### config.mk
export PLATFORM = sky130hd
export DESIGN_NAME = irq_cascade_ctrl
export DESIGN_NICKNAME = d
export VERILOG_FILES = /design/src/rtl/irq_cascade_pkg.sv /design/src/rtl/irq_prio_enc.sv /design/src/rtl/irq_src_stage.sv /design/src/rtl/irq_group_sum.sv /design/src/rtl/irq_cascade_ctrl.sv
export SDC_FILE = /design/constraint.sdc
export NUM_CORES = 1
export LEC_CHECK = 0
export BUFFER_PORTS_ARGS = -buffer_cell sky130_fd_sc_hd__buf_4
export CAP_MARGIN = 0
export CELL_PAD_IN_SITES_DETAIL_PLACEMENT = 0
export CELL_PAD_IN_SITES_GLOBAL_PLACEMENT = 1
export CORE_UTILIZATION = 38
export DETAILED_ROUTE_END_ITERATION = 7
export GPL_ROUTABILITY_DRIVEN = 0
export PLACE_DENSITY_LB_ADDON = 0.08
export RECOVER_POWER = 100
export SLEW_MARGIN = 20
export SYNTH_ARGS = -nofsm -noshare
export SYNTH_HDL_FRONTEND = slang
export SYNTH_HIERARCHICAL = 1
export SYNTH_SLANG_ARGS = --single-unit
### constraint.sdc
create_clock -name clk -period 3.2 [get_ports clk]
set_clock_uncertainty 0.05 [all_clocks]
set_input_delay 0.64 -clock clk [delete_from_list [all_inputs] [get_ports clk]]
set_output_delay 0.64 -clock clk [all_outputs]
set_load 0.02 [all_outputs]
### src/rtl/irq_cascade_pkg.sv
// Shared definitions for the cascaded interrupt controller.
// Assumes 3-bit register selects; any unlisted select value is a no-op.
package irq_cascade_pkg;

    typedef enum logic [2:0] {
        WSEL_TOP_MASK = 3'd0,
        WSEL_TOP_ACK  = 3'd1,
        WSEL_SOFT     = 3'd2,
        WSEL_SUB_MASK = 3'd3,
        WSEL_SUB_ACK  = 3'd4
    } wsel_e;

    // Contiguous bit span [lo..hi] as a 64-bit mask (caller truncates).
    function automatic logic [63:0] span_mask(int lo, int hi);
        logic [63:0] m;
        m = '0;
        for (int i = 0; i < 64; i++) begin
            if (i >= lo && i <= hi) m[i] = 1'b1;
        end
        return m;
    endfunction

endpackage

### src/rtl/irq_prio_enc.sv
// Lowest-index-wins priority encoder.
// Assumes W is at least 2; idx is 0 when no request is present.
module irq_prio_enc #(
    parameter int W     = 32,
    localparam int IDX_W = $clog2(W)
) (
    input  logic [W-1:0]     req,
    output logic             any,
    output logic [IDX_W-1:0] idx
);

    // Scan from the top so the lowest set bit is written last.
    always_comb begin
        any = 1'b0;
        idx = '0;
        for (int i = W - 1; i >= 0; i--) begin
            if (req[i]) begin
                any = 1'b1;
                idx = IDX_W'(i);
            end
        end
    end

endmodule

### src/rtl/irq_src_stage.sv
// Per-source capture stage for one tier of the controller.
// Level sources register the raw input every cycle. Edge sources set
// on a rising input and clear only when a clearing write has a 0 in
// their bit; a rise in the same cycle as a clear keeps the bit set.
// Assumes raw inputs are already synchronous to clk.
module irq_src_stage #(
    parameter int           W         = 32,
    parameter logic [W-1:0] EDGE_MASK = '0
) (
    input  logic         clk,
    input  logic         rst_n,
    input  logic [W-1:0] raw,
    input  logic         ack_we,
    input  logic [W-1:0] ack_data,
    output logic [W-1:0] stat
);

    logic [W-1:0] prev_q;

    // Remember last raw sample for rise detection.
    always_ff @(posedge clk) begin
        if (!rst_n) prev_q <= '0;
        else        prev_q <= raw;
    end

    for (genvar i = 0; i < W; i++) begin : g_bit
        if (EDGE_MASK[i]) begin : g_edge
            logic keep;
            assign keep = ack_we ? ack_data[i] : 1'b1;
            // Edge latch: set on rise, clear on acknowledge with 0.
            always_ff @(posedge clk) begin
                if (!rst_n) stat[i] <= 1'b0;
                else        stat[i] <= (stat[i] & keep) | (raw[i] & ~prev_q[i]);
            end
        end else begin : g_level
            // Level capture: follow the input, writes ignored.
            always_ff @(posedge clk) begin
                if (!rst_n) stat[i] <= 1'b0;
                else        stat[i] <= raw[i];
            end
        end
    end

endmodule

### src/rtl/irq_group_sum.sv
// Second-tier group summariser.
// For each group it gives the OR of the masked pending bits in the
// group's range and the lowest pending index inside that range.
// Assumes ranges are given as packed 8-bit lo/hi fields, one per group.
module irq_group_sum #(
    parameter int                  NSRC   = 32,
    parameter int                  NGRP   = 3,
    parameter logic [NGRP*8-1:0]   GRP_LO = {8'd0, 8'd8, 8'd16},
    parameter logic [NGRP*8-1:0]   GRP_HI = {8'd7, 8'd15, 8'd31},
    localparam int                 IDX_W  = $clog2(NSRC)
) (
    input  logic [NSRC-1:0]       pend,
    output logic [NGRP-1:0]       sum,
    output logic [NGRP*IDX_W-1:0] grp_idx
);
    import irq_cascade_pkg::*;

    for (genvar g = 0; g < NGRP; g++) begin : g_grp
        localparam int LO = int'(GRP_LO[g*8 +: 8]);
        localparam int HI = int'(GRP_HI[g*8 +: 8]);
        localparam logic [63:0] SPAN64 = span_mask(LO, HI);
        localparam logic [NSRC-1:0] SPAN = SPAN64[NSRC-1:0];

        logic [NSRC-1:0] in_grp;
        assign in_grp = pend & SPAN;

        irq_prio_enc #(.W(NSRC)) u_enc (
            .req (in_grp),
            .any (sum[g]),
            .idx (grp_idx[g*IDX_W +: IDX_W])
        );
    end

endmodule

### src/rtl/irq_cascade_ctrl.sv
// Cascaded two-level interrupt controller, top level.
// Combines registered top-level sources, soft requests and second-tier
// group summaries; masks them; encodes the lowest pending source into a
// registered vector and CPU request. Summary positions of the top tier
// take no pin or soft input. Assumes all inputs are synchronous to clk.
module irq_cascade_ctrl #(
    parameter int                 NSRC     = 32,
    parameter logic [NSRC-1:0]    TOP_EDGE = 32'hF1CF_0000,
    parameter logic [NSRC-1:0]    SUB_EDGE = 32'h1041_0000,
    parameter int                 NGRP     = 3,
    parameter logic [NGRP*8-1:0]  GRP_POS  = {8'd6, 8'd5, 8'd4},
    parameter logic [NGRP*8-1:0]  GRP_LO   = {8'd0, 8'd8, 8'd16},
    parameter logic [NGRP*8-1:0]  GRP_HI   = {8'd7, 8'd15, 8'd31},
    localparam int                IDX_W    = $clog2(NSRC),
    localparam int                VEC_W    = IDX_W + 1
) (
    input  logic             clk,
    input  logic             rst_n,
    input  logic [NSRC-1:0]  top_src_i,
    input  logic [NSRC-1:0]  sub_src_i,
    input  logic             wr_en_i,
    input  logic [2:0]       wr_sel_i,
    input  logic [NSRC-1:0]  wr_data_i,
    output logic             cpu_irq_o,
    output logic             vec_valid_o,
    output logic [VEC_W-1:0] vec_o
);
    import irq_cascade_pkg::*;

    logic [NSRC-1:0]       top_mask_q;
    logic [NSRC-1:0]       sub_mask_q;
    logic [NSRC-1:0]       soft_q;
    logic [NSRC-1:0]       sum_map;
    logic [NSRC-1:0]       sum_bits;
    logic [NSRC-1:0]       top_hold;
    logic [NSRC-1:0]       sub_stat;
    logic [NSRC-1:0]       sub_pend;
    logic [NSRC-1:0]       top_eff;
    logic [NGRP-1:0]       grp_sum;
    logic [NGRP*IDX_W-1:0] grp_idx;
    logic                  top_any;
    logic [IDX_W-1:0]      top_idx;
    logic [VEC_W-1:0]      vec_nxt;
    logic                  top_ack_we;
    logic                  sub_ack_we;

    assign top_ack_we = wr_en_i && (wr_sel_i == WSEL_TOP_ACK);
    assign sub_ack_we = wr_en_i && (wr_sel_i == WSEL_SUB_ACK);

    // Mask and soft-request registers, written whole by select.
    always_ff @(posedge clk) begin
        if (!rst_n) begin
            top_mask_q <= '0;
            sub_mask_q <= '0;
            soft_q     <= '0;
        end else if (wr_en_i) begin
            if (wr_sel_i == WSEL_TOP_MASK) top_mask_q <= wr_data_i;
            if (wr_sel_i == WSEL_SUB_MASK) sub_mask_q <= wr_data_i;
            if (wr_sel_i == WSEL_SOFT)     soft_q     <= wr_data_i;
        end
    end

    // Position map of group summaries inside the top tier.
    always_comb begin
        sum_map = '0;
        for (int g = 0; g < NGRP; g++) sum_map[int'(GRP_POS[g*8 +: 8])] = 1'b1;
    end

    irq_src_stage #(.W(NSRC), .EDGE_MASK(SUB_EDGE & ~sum_map_c(GRP_POS) & SUB_EDGE)) u_sub (
        .clk      (clk),
        .rst_n    (rst_n),
        .raw      (sub_src_i),
        .ack_we   (sub_ack_we),
        .ack_data (wr_data_i),
        .stat     (sub_stat)
    );

    irq_src_stage #(.W(NSRC), .EDGE_MASK(TOP_EDGE & ~sum_map_c(GRP_POS))) u_top (
        .clk      (clk),
        .rst_n    (rst_n),
        .raw      (top_src_i & ~sum_map),
        .ack_we   (top_ack_we),
        .ack_data (wr_data_i),
        .stat     (top_hold)
    );

    assign sub_pend = sub_stat & sub_mask_q;

    irq_group_sum #(
        .NSRC   (NSRC),
        .NGRP   (NGRP),
        .GRP_LO (GRP_LO),
        .GRP_HI (GRP_HI)
    ) u_grp (
        .pend    (sub_pend),
        .sum     (grp_sum),
        .grp_idx (grp_idx)
    );

    // Place each group summary on its top-tier position.
    always_comb begin
        sum_bits = '0;
        for (int g = 0; g < NGRP; g++) sum_bits[int'(GRP_POS[g*8 +: 8])] = grp_sum[g];
    end

    assign top_eff = (((top_hold | soft_q) & ~sum_map) | sum_bits) & top_mask_q;

    irq_prio_enc #(.W(NSRC)) u_top_enc (
        .req (top_eff),
        .any (top_any),
        .idx (top_idx)
    );

    // Vector select: descend into the group when a summary wins.
    always_comb begin
        vec_nxt = {1'b0, top_idx};
        for (int g = 0; g < NGRP; g++) begin
            if (top_idx == IDX_W'(GRP_POS[g*8 +: 8]))
                vec_nxt = VEC_W'(NSRC) + VEC_W'(grp_idx[g*IDX_W +: IDX_W]);
        end
        if (!top_any) vec_nxt = '0;
    end

    // Output register stage for request and vector.
    always_ff @(posedge clk) begin
        if (!rst_n) begin
            cpu_irq_o   <= 1'b0;
            vec_valid_o <= 1'b0;
            vec_o       <= '0;
        end else begin
            cpu_irq_o   <= |top_eff;
            vec_valid_o <= top_any;
            vec_o       <= vec_nxt;
        end
    end

    // Constant-time summary map used for parameter derivation.
    function automatic logic [NSRC-1:0] sum_map_c(logic [NGRP*8-1:0] pos);
        logic [NSRC-1:0] m;
        m = '0;
        for (int g = 0; g < NGRP; g++) m[int'(pos[g*8 +: 8])] = 1'b1;
        return m;
    endfunction

endmodule

---- Yosys cells after proc, flatten, opt, wreduce, memory -nomap -nowiden ----
Index checks and enable logic that the tools add are counted.
cells by class
  add/sub/neg operators ................... 3
  equality and inequality tests ........... 7
  multiplexer cells ....................... 145
  bitwise gates (word level) .............. 60
  reductions and logical operators ........ 8
operators with widths
  cell                 count
  $mux 5               62
  $mux 1               78
  $and 32x32->32       2
  $or 32x32->32        1
  $or 32x7->32         1
  $reduce_or 32->1     1
  $and 1x1->1          28
  $add 6x5->6 const A  3
  $mux 6               3
  $eq 5x3->1 const B   3
  $not 1->1            14
  $or 1x1->1           14
  $reduce_and 2->1     4
  $eq 3x2->1 const B   2
  $mux 4               1
  $eq 3x1->1 const B   1
  $eq 3x3->1 const B   1
  $logic_not 3->1      1
  $mux 3               1
  $logic_and 1x1->1    2
storage, ports and cells
  register bits ........................... 223
  input port bits ......................... 102
  output and inout bits ................... 8
  logic and storage cells ................. 292

---- Longest topological paths before layout ----
  depth in word-level cells ............... 55
  gate-level depth with buffers ........... 16
  mapped depth without buffers ............ 14

---- Modules after synthesis ----
Netlist, hierarchy kept.
by module, submodules not included
  module                 times used  cells an instance  area each (um2)  seq. area each (um2)
  irq_cascade_ctrl       1           533                4340.4           2021.9
  irq_src_stage (u_top)  1           147                1552.7           860.8
  irq_prio_enc           4           65                 370.4            0.0
  irq_src_stage (u_sub)  1           109                1238.7           700.7
  irq_group_sum          1           1                  3.8              0.0

---- Worst setup path after synthesis ----
No wires, ideal clock.
  kind .................................... reg-to-reg
  start ................................... reg u_sub/prev_q[7] (netlist name)
  end ..................................... reg vec_o[3]
  library setup time ...................... 120 ps
  arrival ................................. 2958 ps
  data required time ...................... 3030 ps
  slack ................................... 72 ps
  cell stages (with the launch flop) ...... 15
  buffers on the path ..................... 2
  period minus slack after synthesis ...... 3128 ps
  cell sequence ........................... dfxtp_1 buf_4 and2_1 nor4_1 nand3_1 nand3b_1 and2_1 nor4_1 nand3_1 nor3b_1 or3b_1 clkbuf_2 nor3b_1 a211oi_1 nor2_1
RTL lines
  element               line                     text
  end signal, assigned  irq_cascade_ctrl.sv:133  vec_o <= vec_nxt;
  end, declared         irq_cascade_ctrl.sv:26   output logic [VEC_W-1:0] vec_o

==> summary.log <==
[run_status] violations in the final reports max-capacitance violations, max-slew violations
[global_route] total congestion overflow after global routing 0
[placed_design] total cell area at the placement stage 0.0102 mm^2
[route] via count 7173
[setup_path] crit path to vec_o[4]$_SDFF_PN0_
[global_route] fraction of met3 tracks used by global routing 3.20%
[cts] library cell used as clock root buffer sky130_fd_sc_hd__clkbuf_16
[cts] CTS clk-pin slew, worst paths 0.08 ns
[route] vias per cell 4.40
[route] first-pass iteration count of the detailed router 6
[sta] post-layout worst setup margin 0.0386 ns
[final_layout] # fillers 2250
[sta] final hold viol count 0
[cts] clock tree from TritonCTS done
[final_layout] Design Area, Final 0.0109 mm^2
[setup_path] worst-path fanout max 5
[floorplan] area of the core 0.0219 mm^2
[synthesis] post-synthesis cell count 1040
[setup_path] worst reg-to-reg setup slack 0.04 ns
[flow_run] total of max-cap violations 1
[sta] setup-violating endpoint count in the final report 0
[placed_design] half-perimeter wire length after placement 15.6 mm
[setup_path] launch point of the critical path u_sub/prev_q[21]$_SDFF_PN0_
[sta] Final period util 98.8%
[setup_path] Critical Path Sink Type flip-flop
[pwr] cell area power density 452 mW/mm^2
[global_route] largest net degree at the start of global routing 81
[final_layout] count of non-filler cells in the finished layout 1629
[route] number of design rule violations left after detail routing 0
[route] DRT iter0 DRCs 316
[global_route] met2 Use GR 31.2%
[floorplan] vertical die dimension 152 um
[placed_design] # port buffers 106
[final_layout] total number of nets in the final design 1438
[global_route] overall routing resource usage 19.6%
[route] final routed wirelength across all metal layers 21.3 mm
[global_route] number of antenna violations at the first check in global routing 0
[setup_path] critical path's slowest cell sky130_fd_sc_hd__or4_4
[cts] total CTS buffers 17
[cts] clock insertion delay at the later pin of the skew report 0.44 ns
[setup_path] Crit Path Category flip-flop to flip-flop
[sta] Post-Route Hold Slack 0.351 ns
[global_route] Most Crowded Layer GR met2
[sta] number of pins exceeding their max-slew limit in the final report 50
[setup_path] Largest delay share family, worst path simple AND/OR/NAND/NOR gates
[pwr] sum of internal, switching and leakage power 4.94 mW
[setup_path] Worst Path Arrival 3.43 ns
[cts] Post-CTS Hold Fix Bufs 0
[setup_path] Critical R2R Capture vec_o[4]$_SDFF_PN0_
[pwr] static leakage power 4.53 nW
[placed_design] cell count after placement 1588
[synthesis] summed instance area of the synthesized netlist 0.00851 mm^2
[floorplan] total die area 0.0230 mm^2
[final_layout] number of diodes added for antenna fixing 0
[floorplan] die extent in x 152 um
[setup_path] FF-to-FF path depth 14
[run_status] outcome finished, violations left
[global_route] global-route met1 utilization 27.1%
[setup_path] kind of launch point of the worst setup path flip-flop
[sta] achievable frequency 316 MHz
[setup_path] required time of the critical path 3.47 ns
[synthesis] Avg Inst Size Synth 8.18 um^2
[sta] Worst Max-Slew Pin Slew 1.78 ns
[worst_hold_path] Worst Hold Class input pin to flip-flop
[cts] Clock Sinks 176
[setup_path] worst flop-to-flop path startpoint u_sub/prev_q[21]$_SDFF_PN0_
[cts] maximum root-to-sink buffer count 2
[sta] max-slew headroom at the worst pin -18.6%
[sta] RSZ-0062 raised after global routing yes
[synthesis] synth warn 6
[route] wire length per cell after detailed routing 13.1 um
[global_route] vias in the first global route 6704
[setup_path] maximum cell stage delay along the critical path 0.57 ns
[setup_path] depth of the critical timing path with buffers and inverters included 14
[final_layout] share of layout cells above drive strength 1 16.9%
[pwr] VDD IR-drop max 270 uV
[final_layout] Area growth syn-to-layout 28.4%
[setup_path] Critical Path, Cell by Cell and2_1, or4_4, nor3_4, nand3b_1, and2_4, nor3_2, o21a_1, o2111ai_2, a221oi_2, buf_4, nand2b_4, nor3_1, a211oi_1, nor2_1
[floorplan] number of standard-cell rows in the floorplan 54
[floorplan] number of top-level pins 110
[global_route] global-route wire length before repair 34.3 mm
[cts] level count of the clock H-tree 4
[floorplan] Initial Util 38.9%
[route] antenna violation net count after detailed routing 0
[setup_path] critical path buffer and inverter count 1
[sta] Min Clock Period, post-route 3.16 ns
[placed_design] worst setup slack after placement -0.235 ns
==> flip-flops by register name (all words and copies together), names as in the netlist <==
signal and count:
u_top/stat 11, u_sub/stat 6, sub_mask_q 32, vec_o 6, u_sub/prev_q 29, top_mask_q 32, soft_q 29, u_top/prev_q 29
cpu_irq_o 1, vec_valid_o 1
==> power by group <==
part	internal (mW)	switching (mW)
clock network	1.06	1.04
registers	2.28	0.0345
logic	0.252	0.277
==> layer usage <==
metal,vias up,part of all wire (%)
met5,-,0
met4,0,0.96
met3,12,4.0
met2,102,46
met1,3164,49
li1,3895,-
==> placed cells by master (no fill, tap or decap), drive strengths merged <==
| master | instances |
|---|---|
| a31o | 4 |
| o2111a | 1 |
| nand4 | 2 |
| nand3 | 9 |
| nor4b | 4 |
| and2b | 4 |
| nor4 | 27 |
| nand2 | 215 |
| nor3b | 9 |
| conb | 214 |
| a21boi | 93 |
| a221oi | 4 |
| o31ai | 8 |
| a2111oi | 8 |
| nor2b | 15 |
| o311ai | 8 |
| and3 | 2 |
| clkinv | 8 |
| or3b | 2 |
| nand3b | 19 |
| mux2i | 1 |
| dfxtp | 176 |
| and3b | 2 |
| a211oi | 3 |
| clkbuf | 29 |
| a21oi | 32 |
| nand2b | 1 |
| and2 | 101 |
| buf | 140 |
| nor3 | 28 |
| o2111ai | 4 |
| o21a | 34 |
| nor2 | 61 |
| a31oi | 4 |
| or4 | 8 |
| inv | 34 |
| o221a | 2 |
| o21ai | 32 |
| a22o | 1 |
==> cell type report <==
class / count / area (um^2) / area share, %
tap: 280 / 350 / 3.21
clock buffer: 17 / 425 / 3.89
sequential: 176 / 3530 / 32.3
timing repair buffer: 152 / 1100 / 10.1
multi-input combinational: 962 / 5240 / 47.9
clock inverter: 15 / 185 / 1.69
inverter: 27 / 101 / 0.927
==> stage by stage <==
step                setup TNS [ns]  util, %
floorplan                        0        -
global placement            -0.893     46.4
detailed placement          -0.944     46.4
CTS                              0     49.8
global route                -0.575     49.9
finish                           0     49.9
==> how the worst min path moves through the flow <==
| stage | startpoint | cells past startpoint | end | slack (ns) |
|---|---|---|---|---|
| 2_1_floorplan | u_top/stat[28]$_SDFF_PN0_ | 2 | u_top/stat[28]$_SDFF_PN0_ | 0.38 |
| 3_3_place_gp | u_top/stat[28]$_SDFF_PN0_ | 2 | u_top/stat[28]$_SDFF_PN0_ | 0.39 |
| 3_5_place_dp | u_top/stat[29]$_SDFF_PN0_ | 2 | u_top/stat[29]$_SDFF_PN0_ | 0.39 |
| 4_1_cts | top_src_i[21] | 2 | u_top/prev_q[21]$_SDFF_PN0_ | 0.33 |
| 5_1_grt | top_src_i[29] | 2 | u_top/prev_q[29]$_SDFF_PN0_ | 0.33 |
| 6_report | top_src_i[21] | 2 | u_top/prev_q[21]$_SDFF_PN0_ | 0.35 |
==> what timing repair did <==
action	in CTS	in global routing
buffers inserted	8	4
endpoints found under the hold margin	0	0
pin swaps	12	14
gates resized for setup	10	31
setup endpoints to repair	5	7
Power figures use the tool's default switching activity.
